File: config.mk
export PLATFORM = sky130hd
export DESIGN_NAME = mbus_read_seq
export DESIGN_NICKNAME = d
export VERILOG_FILES = /design/src/rtl/mbrd_pkg.sv /design/src/rtl/mbrd_ctrl.sv /design/src/rtl/mbrd_dp.sv /design/src/rtl/mbus_read_seq.sv
export SDC_FILE = /design/constraint.sdc
export NUM_CORES = 1
export LEC_CHECK = 0
export ABC_AREA = 1
export ABC_CLOCK_PERIOD_IN_PS = 1400
export CAP_MARGIN = 40
export CELL_PAD_IN_SITES_DETAIL_PLACEMENT = 0
export CELL_PAD_IN_SITES_GLOBAL_PLACEMENT = 2
export CORE_ASPECT_RATIO = 0.8
export CORE_MARGIN = 3
export CORE_UTILIZATION = 21
export DETAILED_ROUTE_END_ITERATION = 16
export GPL_ROUTABILITY_DRIVEN = 0
export MAX_ROUTING_LAYER = met4
export PLACE_DENSITY = 0.85
export SYNTH_ARGS = -nofsm -noshare
export SYNTH_HDL_FRONTEND = slang
export SYNTH_SLANG_ARGS = --single-unit
export TNS_END_PERCENT = 50
File: constraint.sdc
create_clock -name clk -period 1.4 [get_ports clk]
set_clock_uncertainty 0.15 [all_clocks]
set_input_delay 0.35 -clock clk [delete_from_list [all_inputs] [get_ports clk]]
set_output_delay 0.35 -clock clk [all_outputs]
set_load 0.005 [all_outputs]
File: src/rtl/mbrd_pkg.sv
package mbrd_pkg;

  typedef enum logic [3:0] {
    ST_IDLE,
    ST_ALO,
    ST_ALO_STB,
    ST_AHI,
    ST_AHI_STB,
    ST_TURN,
    ST_DLO,
    ST_DSTB,
    ST_DHI,
    ST_DONE
  } seqState_t;

  typedef struct packed {
    logic       loadReq;
    logic       driveBus;
    logic       addrHi;
    logic [1:0] capLane;
  } seqCtl_t;

endpackage

File: src/rtl/mbrd_ctrl.sv
module mbrd_ctrl
  import mbrd_pkg::*;
(
  input  logic    clk,
  input  logic    rstN,
  input  logic    reqValid,
  input  logic    reqSel,
  input  logic    reqAddrLsb,
  output seqCtl_t ctl,
  output logic    busy,
  output logic    done,
  output logic    addrErr,
  output logic    strobeN,
  output logic    memOwn
);

  seqState_t state, stateNext;
  logic      badAddr;
  logic      errQ;

  assign badAddr = !reqSel && reqAddrLsb;

  always_comb begin
    stateNext = state;
    unique case (state)
      ST_IDLE:    if (reqValid && !badAddr) stateNext = ST_ALO;
      ST_ALO:     stateNext = ST_ALO_STB;
      ST_ALO_STB: stateNext = ST_AHI;
      ST_AHI:     stateNext = ST_AHI_STB;
      ST_AHI_STB: stateNext = ST_TURN;
      ST_TURN:    stateNext = ST_DLO;
      ST_DLO:     stateNext = ST_DSTB;
      ST_DSTB:    stateNext = ST_DHI;
      ST_DHI:     stateNext = ST_DONE;
      ST_DONE:    stateNext = ST_IDLE;
      default:    stateNext = ST_IDLE;
    endcase
  end

  always_ff @(posedge clk) begin
    if (!rstN) begin
      state <= ST_IDLE;
      errQ  <= 1'b0;
    end else begin
      state <= stateNext;
      errQ  <= (state == ST_IDLE) && reqValid && badAddr;
    end
  end

  always_comb begin
    ctl            = '0;
    ctl.loadReq    = (state == ST_IDLE) && reqValid && !badAddr;
    ctl.driveBus   = (state == ST_ALO) || (state == ST_ALO_STB) ||
                     (state == ST_AHI) || (state == ST_AHI_STB);
    ctl.addrHi     = (state == ST_AHI) || (state == ST_AHI_STB);
    ctl.capLane[0] = (state == ST_DLO);
    ctl.capLane[1] = (state == ST_DHI);
  end

  assign strobeN = !((state == ST_ALO_STB) || (state == ST_AHI_STB) ||
                     (state == ST_DSTB));
  assign memOwn  = (state == ST_TURN) || (state == ST_DLO) ||
                   (state == ST_DSTB) || (state == ST_DHI);
  assign busy    = (state != ST_IDLE);
  assign done    = (state == ST_DONE);
  assign addrErr = errQ;

endmodule

File: src/rtl/mbrd_dp.sv
module mbrd_dp
  import mbrd_pkg::*;
#(
  parameter int BYTE_W = 8
) (
  input  logic                clk,
  input  logic                rstN,
  input  seqCtl_t             ctl,
  input  logic [2*BYTE_W-1:0] reqAddr,
  input  logic                reqSel,
  input  logic [BYTE_W-1:0]   busIn,
  output logic [BYTE_W-1:0]   busOut,
  output logic                busOe,
  output logic                selQ,
  output logic [2*BYTE_W-1:0] rdData
);

  localparam int LANES  = 2;
  localparam int WORD_W = LANES * BYTE_W;

  logic [WORD_W-1:0] addrQ;

  always_ff @(posedge clk) begin
    if (!rstN) begin
      addrQ <= '0;
      selQ  <= 1'b0;
    end else if (ctl.loadReq) begin
      addrQ <= reqAddr;
      selQ  <= reqSel;
    end
  end

  assign busOut = ctl.addrHi ? addrQ[WORD_W-1:BYTE_W] : addrQ[BYTE_W-1:0];
  assign busOe  = ctl.driveBus;

  for (genvar g = 0; g < LANES; g++) begin : gLane
    logic [BYTE_W-1:0] laneQ;
    always_ff @(posedge clk) begin
      if (!rstN) laneQ <= '0;
      else if (ctl.capLane[g]) laneQ <= busIn;
    end
    assign rdData[g*BYTE_W +: BYTE_W] = laneQ;
  end

endmodule

File: src/rtl/mbus_read_seq.sv
module mbus_read_seq
  import mbrd_pkg::*;
#(
  parameter int BYTE_W = 8,
  localparam int WORD_W = 2 * BYTE_W
) (
  input  logic              clk,
  input  logic              rstN,
  input  logic              reqValid,
  input  logic [WORD_W-1:0] reqAddr,
  input  logic              reqSel,
  output logic              busy,
  output logic              done,
  output logic [WORD_W-1:0] rdData,
  output logic              addrErr,
  output logic [BYTE_W-1:0] busOut,
  output logic              busOe,
  input  logic [BYTE_W-1:0] busIn,
  output logic              memOwn,
  output logic              ptrSel,
  output logic              strobeN
);

  seqCtl_t ctl;
  logic    selQ;

  mbrd_ctrl u_ctrl (
    .clk        (clk),
    .rstN       (rstN),
    .reqValid   (reqValid),
    .reqSel     (reqSel),
    .reqAddrLsb (reqAddr[0]),
    .ctl        (ctl),
    .busy       (busy),
    .done       (done),
    .addrErr    (addrErr),
    .strobeN    (strobeN),
    .memOwn     (memOwn)
  );

  mbrd_dp #(.BYTE_W(BYTE_W)) u_dp (
    .clk     (clk),
    .rstN    (rstN),
    .ctl     (ctl),
    .reqAddr (reqAddr),
    .reqSel  (reqSel),
    .busIn   (busIn),
    .busOut  (busOut),
    .busOe   (busOe),
    .selQ    (selQ),
    .rdData  (rdData)
  );

  assign ptrSel = busy && selQ;

endmodule

==> results of run 1 <==
[worst register-to-register path: stages, from the launching register on]
cell and delay, ns:
dfxtp_2 0.34, inv_2 0.08, buf_4 0.16, nand2_8 0.07
nor2_8 0.15, buf_6 0.11, buf_6 0.09, buf_4 0.11
clkbuf_16 0.13, nand3b_1 0.08, nand2_1 0.07, nor2_1 0.04
[state kept, by name, indices dropped and copies added, names as in the netlist]
signal,flops
u_dp.gLane.laneQ,16
u_dp.addrQ,16
u_dp.selQ,1
u_ctrl.state,4
u_ctrl.addrErr,1
[layout by cell type, fill, tap and decap left out, types with 2 or more instances in the layout]
cell type         n
a21oi_1           9
buf_12            4
buf_2            14
buf_4            32
buf_6            20
clkbuf_8          6
clkdlybuf4s15_1   7
clkdlybuf4s50_1  24
dfxtp_1          29
dfxtp_2           6
dfxtp_4           3
dlygate4sd2_1    12
inv_1            11
inv_2             5
inv_4             2
inv_8             3
nand2_1          36
nand2_2           7
nand2_8           3
nand3_1           3
nand3b_1         15
nor2_1           49
nor2_2            9
nor2_4            4
o21ai_1          14
o21ai_2           6
[cell families (layout without fill, tap and decap cells)]
logic type | count (synthesis) | after routing | share of synthesized area (%)
flip-flops | 38 | 38 | 45.0
buffers and inverters | 29 | 147 | 7.41
AO/OA/AOI/OAI | 34 | 34 | 11.7
AND/OR/NAND/NOR | 132 | 132 | 35.9
[through the flow]
step | utilization, % | instances | setup slack, ns
after floorplan | - | 233 | -0.131
after global placement | 34.3 | 418 | -0.633
after detailed placement | 34.3 | 418 | -0.656
after CTS | 39.5 | 449 | -0.597
after global routing | 42.1 | 456 | -0.693
final | 42.1 | 456 | -0.606
[final cells by class]
type | instances | area (µm²) | share of cell area, %
Tap cell | 105 | 131 | 4.11
Sequential cell | 38 | 779 | 24.4
Clock buffer | 6 | 82.6 | 2.58
Inverter | 22 | 116 | 3.64
Timing Repair inverter | 2 | 22.5 | 0.704
Timing Repair Buffer | 117 | 1100 | 34.5
Multi-Input combinational cell | 166 | 962 | 30.1
[power breakdown]
| part | internal, µW | switching [µW] |
|---|---|---|
| Sequential | 1170 | 63.6 |
| Combinational | 686 | 594 |
| Clock | 380 | 367 |
| Total | 2230 | 1020 |
[what timing repair did]
| action | CTS | global route |
|---|---|---|
| hold buffers | 0 | 0 |
| pin swaps | 17 | 18 |
| gates resized for setup | 140 | 58 |
| buffers inserted | 22 | 9 |
| cloned | 4 | 1 |
| endpoints found under the setup margin | 57 | 56 |
[how the worst min path moves through the flow]
stage	startpoint	endpoint	slack, ns
2_1_floorplan	u_dp.selQ$_SDFFE_PN0P_	u_dp.selQ$_SDFFE_PN0P_	0.29
3_3_place_gp	u_dp.gLane[1].laneQ[6]$_SDFFE_PN0P_	u_dp.gLane[1].laneQ[6]$_SDFFE_PN0P_	0.28
3_5_place_dp	u_dp.gLane[1].laneQ[6]$_SDFFE_PN0P_	u_dp.gLane[1].laneQ[6]$_SDFFE_PN0P_	0.29
4_1_cts	u_dp.gLane[1].laneQ[4]$_SDFFE_PN0P_	u_dp.gLane[1].laneQ[4]$_SDFFE_PN0P_	0.30
5_1_grt	u_dp.gLane[1].laneQ[3]$_SDFFE_PN0P_	u_dp.gLane[1].laneQ[3]$_SDFFE_PN0P_	0.32
6_report	u_dp.gLane[1].laneQ[4]$_SDFFE_PN0P_	u_dp.gLane[1].laneQ[4]$_SDFFE_PN0P_	0.29
[layer usage]
metal | global-route usage, % | share of wire, % | vias to the layer above | wire, µm
li1 | - | - | 982 | -
met1 | 15.7 | 46 | 868 | 2640
met2 | 21.1 | 49 | 33 | 2820
met3 | 3.20 | 3.7 | 8 | 211
met4 | 5.53 | 1.1 | 0 | 62
met5 | - | 0 | - | 0
==> reports/metrics.cfg, run 1 <==
[worst_setup_path]
r2r_start = u_ctrl.state[2]$_SDFFE_PN0P_
setup.worst_path.end_class = primary output
critPathLaunch = u_ctrl.state[2]$_SDFFE_PN0P_
crit_family = buffers and inverters
critical_path_depth = 10
r2r_cells = 11
cp_common_cell = buf_6
path_cells = inv_2, nor2_4, inv_2, o21ai_4, buf_6, buf_6, buf_6, nand2_2, nand2_1, buf_2
path_buf_inv = 6
cpMaxStageDelayCell = dfxtp_2
crit_type = reg2out
worstPathArrival_ns = 1.51
worstReg2RegEnd = u_dp.addrQ[14]$_SDFFE_PN0P_
startpoint_type = register
rrSetupSlack_ns = -0.27
slowest_delay_ns = 0.36
crit_path_max_fanout = 3
crit_path_end = busOut[4]
crit_required_ns = 0.90

[timing]
slew_headroom_pct = 84.0
period_share_pct = 143
rsz0062_at_grt = yes
final.setup.tns_ns = -10.04
drv_slew = 0
period_needed_ns = 2.01
layout_setup_ws_ns = -0.606
hold_viol_final = 0
whs_ns = 0.295
setup_viol = 40
max_freq_mhz = 499
tightest_slew_ns = 0.240

[route]
ant_nets = 0
wl_per_cell_um = 12.6
drt-vias-per-instance = 4.15
drt-initial-drc-count = 36
num_vias = 1891
dr.pass1.iters = 4
drc = 0
finalWirelength_mm = 5.73

[synth]
synth.cell_area_um2 = 1690
synth_seq_area_share_pct = 45.0
synth_most_common_cell = nor2_1
netlist_instances = 233
yosysWarnings = 0
synth_edf_count = 0
synth_top_area_share_pct = 45.0
synthFlopType = dfxtp_1
synth_cell_types = 26
synth_seq_cells = 38
synth_area_per_cell_um2 = 7.25
async_reset_ff_share_pct = 0
synthTopCellsByArea = dfxtp_1 45%, nor2_1 14%, nand2_1 9.6%
syn-num-nets = 261
synth_top_area_cell = dfxtp_1
yosys-top-cells-count = 61 x nor2_1, 43 x nand2_1, 38 x dfxtp_1, 18 x o21ai_0, 17 x inv_1

[floorplan]
rows = 28
dieHeight_um = 86.2
die_w_um = 106
initial_core_util_pct = 22.2
core_region_area_um2 = 7600
die-area_um2 = 9160
io_pins = 59

[placement]
portBuffers = 58
hpwlAfterDp_mm = 3.67
dpl_cell_area_um2 = 2610

[global_routing]
track_usage_pct = 13.1
grt_pass1_wl_mm = 9.16
first_global_vias = 1904
grt-ovfl-total = 0
grt_max_degree = 23
antenna_found_initial = 0

[finish]
n_fill_cell = 797
drive_gt1_share_pct = 39.6
stdcell_area_um2 = 3200
fin_nets = 380
diodes = 0
area_growth_pct = 89.3

[power]
pwr_density_cell_nw_per_um2 = 1020
power_uw = 3260
ir_drop_uv = 374
leakage_uw = 0.00140

[clock_network]
clk_path_buf_depth = 2
cts_htree_levels = 2
clkLatencyLatePin_ns = 0.29
root_buffer = clkbuf_8
cts_sinks = 38
clk_pin_slew_ns = 0.07
numCtsBuffers = 5
cts_tree = done

[outcome]
status = finished with violations
violations = setup timing

[hold_path]
worstHoldPathCells = 2
hp-class = reg2reg

[job]
max-cap-violations = 0

No activity file was read; power rests on OpenSTA's default activity.
==> run 2: changes to the inputs <==
CORE_MARGIN = 4   (was 3)
==> run 2 against run 1 <==
Via count did not move. Utilization fell by 0.082 points. Clock power rose by 22%. First-iteration DRC count rose by 44%. Final cell count fell by 1.3%. Register-to-register slack improved by 0.05 ns. Hold slack got worse by 0.0042 ns. The run still ends with setup timing left. Count of clock-buffer cells in the layout fell by 1. Critical path depth did not move.
==> reports/metrics.cfg, run 2 (same netlist as run 1, synthesis figures left out) <==
[global_routing]
grt_max_degree = 20
grt_pass1_wl_mm = 9.33
first_global_vias = 1856
antenna_found_initial = 0
grt-ovfl-total = 0
track_usage_pct = 13.1

[route]
dr.pass1.iters = 4
num_vias = 1891
drc = 0
finalWirelength_mm = 5.84
ant_nets = 0
drt-vias-per-instance = 4.20
wl_per_cell_um = 13.0
drt-initial-drc-count = 52

[power]
p_sw_uw = 1040
internal_power_uw = 2430
pwr_density_cell_nw_per_um2 = 1090
clkPwrFrac_pct = 26.4
p_sw_share_pct = 29.9
power_frac_seq_pct = 35.7
pwr-share-comb_pct = 37.9
ir_drop_uv = 559
leakage_uw = 0.00141

[floorplan]
die-area_um2 = 9550
rows = 28
die_w_um = 108
core_region_area_um2 = 7600
io_pins = 59
dieHeight_um = 88.2
initial_core_util_pct = 22.2

[finish]
mostFrequentLayoutCell = nor2_1
drive_gt1_share_pct = 40.6
stdcell_count = 450
diodes = 0
reg_top3 = u_dp.addrQ x16, u_dp.gLane.laneQ x16, u_ctrl.state x4
fin_util_pct = 42.0
stdcell_area_um2 = 3190
layout_common_cells = 53 x nor2_1, 29 x nand2_1, 28 x buf_4
fin_nets = 372
area_growth_pct = 89.0

[worst_setup_path]
r2r_cells = 9
crit_required_ns = 0.90
crit_type = reg2out
rrSetupSlack_ns = -0.22
worstPathArrival_ns = 1.54
startpoint_type = register
worstReg2RegEnd = u_dp.addrQ[4]$_SDFFE_PN0P_
crit_path_max_fanout = 4
r2r_start = u_ctrl.state[2]$_SDFFE_PN0P_
setup.worst_path.end_class = primary output

[hold_path]
hp-class = reg2reg
min_to = u_dp.gLane[1].laneQ[2]$_SDFFE_PN0P_
worstHoldPathCells = 2
min-delay-start = u_dp.gLane[1].laneQ[2]$_SDFFE_PN0P_

[job]
max-cap-violations = 0

[timing]
hold_viol_final = 0
drv_slew = 0
max_freq_mhz = 491
tightest_slew_ns = 0.232
period_share_pct = 145
slew_headroom_pct = 84.4
layout_setup_ws_ns = -0.636
period_needed_ns = 2.04
rsz0062_at_grt = yes
setup_viol = 32

[clock_network]
clk_path_buf_depth = 2
cts_htree_levels = 2
clk_pin_slew_ns = 0.07
clkLatencyLatePin_ns = 0.29
cts_sinks = 38
root_buffer = clkbuf_8
numCtsBuffers = 5
cts_tree = done

[placement]
dp_slack_ns = -0.669
place_inst = 417
portBuffers = 58
dpl_cell_area_um2 = 2600
hpwlAfterDp_mm = 3.69

[outcome]
violations = setup timing
status = finished with violations

==> run 2: cell types whose count changed in the layout (fill, tap and decap cells not counted), moves of 4 or more <==
cell / before / now
buf_4: 32 / 28
dfxtp_2: 6 / 10
nand2_1: 36 / 29
nand2_2: 7 / 12
dfxtp_1: 29 / 25
nor2_1: 49 / 53
==> run 2: critical path, cell delays in order, from the launching register on <==
cell     delay (ns)
dfxtp_2        0.37
inv_2          0.06
nor2_4         0.09
inv_2          0.06
o21ai_4        0.17
buf_6          0.13
buf_6          0.10
buf_6          0.09
nand2_2        0.03
nand2_1        0.05
buf_2          0.11
==> run 2: worst max-delay path by stage <==
stage	start	end	slack, ns	cells past startpoint
finish	u_ctrl.state[2]$_SDFFE_PN0P_	busOut[4]	-0.64	10
floorplan	u_ctrl.state[2]$_SDFFE_PN0P_	busOut[0]	-0.13	7
CTS	u_ctrl.state[2]$_SDFFE_PN0P_	busOut[4]	-0.61	10
global placement	u_ctrl.state[2]$_SDFFE_PN0P_	busOut[2]	-0.64	8
detailed placement	u_ctrl.state[3]$_SDFFE_PN0P_	busOut[2]	-0.67	7
global route	u_ctrl.state[2]$_SDFFE_PN0P_	busOut[4]	-0.73	10
==> run 2: power by group through the flow <==
stage | combinational [µW] | sequential (µW) | clock, µW
floorplan | 416 | 1230 | 0
global placement | 835 | 1240 | 0
detailed placement | 839 | 1240 | 0
CTS | 1180 | 1220 | 948
global route | 1430 | 1250 | 994
finish | 1320 | 1240 | 915
==> run 2: final cells by class <==
| type | instances | area, µm² |
|---|---|---|
| Fill cell | 769 | 4410 |
| Timing Repair Buffer | 109 | 1070 |
| Multi-Input combinational cell | 166 | 970 |
| Sequential cell | 38 | 785 |
| Tap cell | 105 | 131 |
| Inverter | 22 | 106 |
| Clock buffer | 5 | 68.8 |
| Clock inverter | 3 | 40.0 |
| Timing Repair inverter | 2 | 20.0 |
==> run 2: metal layers <==
layer  up-vias  global-route usage [%]  part of all wire (%)  routed length, µm
met5         -                       -                     0                  0
met4         0                    5.73                   1.5                 85
met3         8                    2.48                   3.4                197
met2        41                    20.0                    49               2870
met1       875                    16.9                    46               2690
li1        967                       -                     -                  -
==> run 2: stage by stage <==
stage / hold slack [ns] / total power, µW / setup TNS, ns
6_report: 0.290 / 3470 / -9.88
5_1_grt: 0.317 / 3670 / -13.21
4_1_cts: 0.297 / 3350 / -7.66
3_5_place_dp: 0.288 / 2080 / -17.09
3_3_place_gp: 0.282 / 2080 / -16.57
2_1_floorplan: 0.289 / 1650 / -1.22
==> run 2: repair_timing <==
action	4_1_cts	5_1_grt
endpoints found under the hold margin	0	0
buffers inserted	16	7
setup endpoints to repair	58	57
cloned	5	0
hold buffers	0	0
pin swaps	13	11
gates resized for setup	126	70
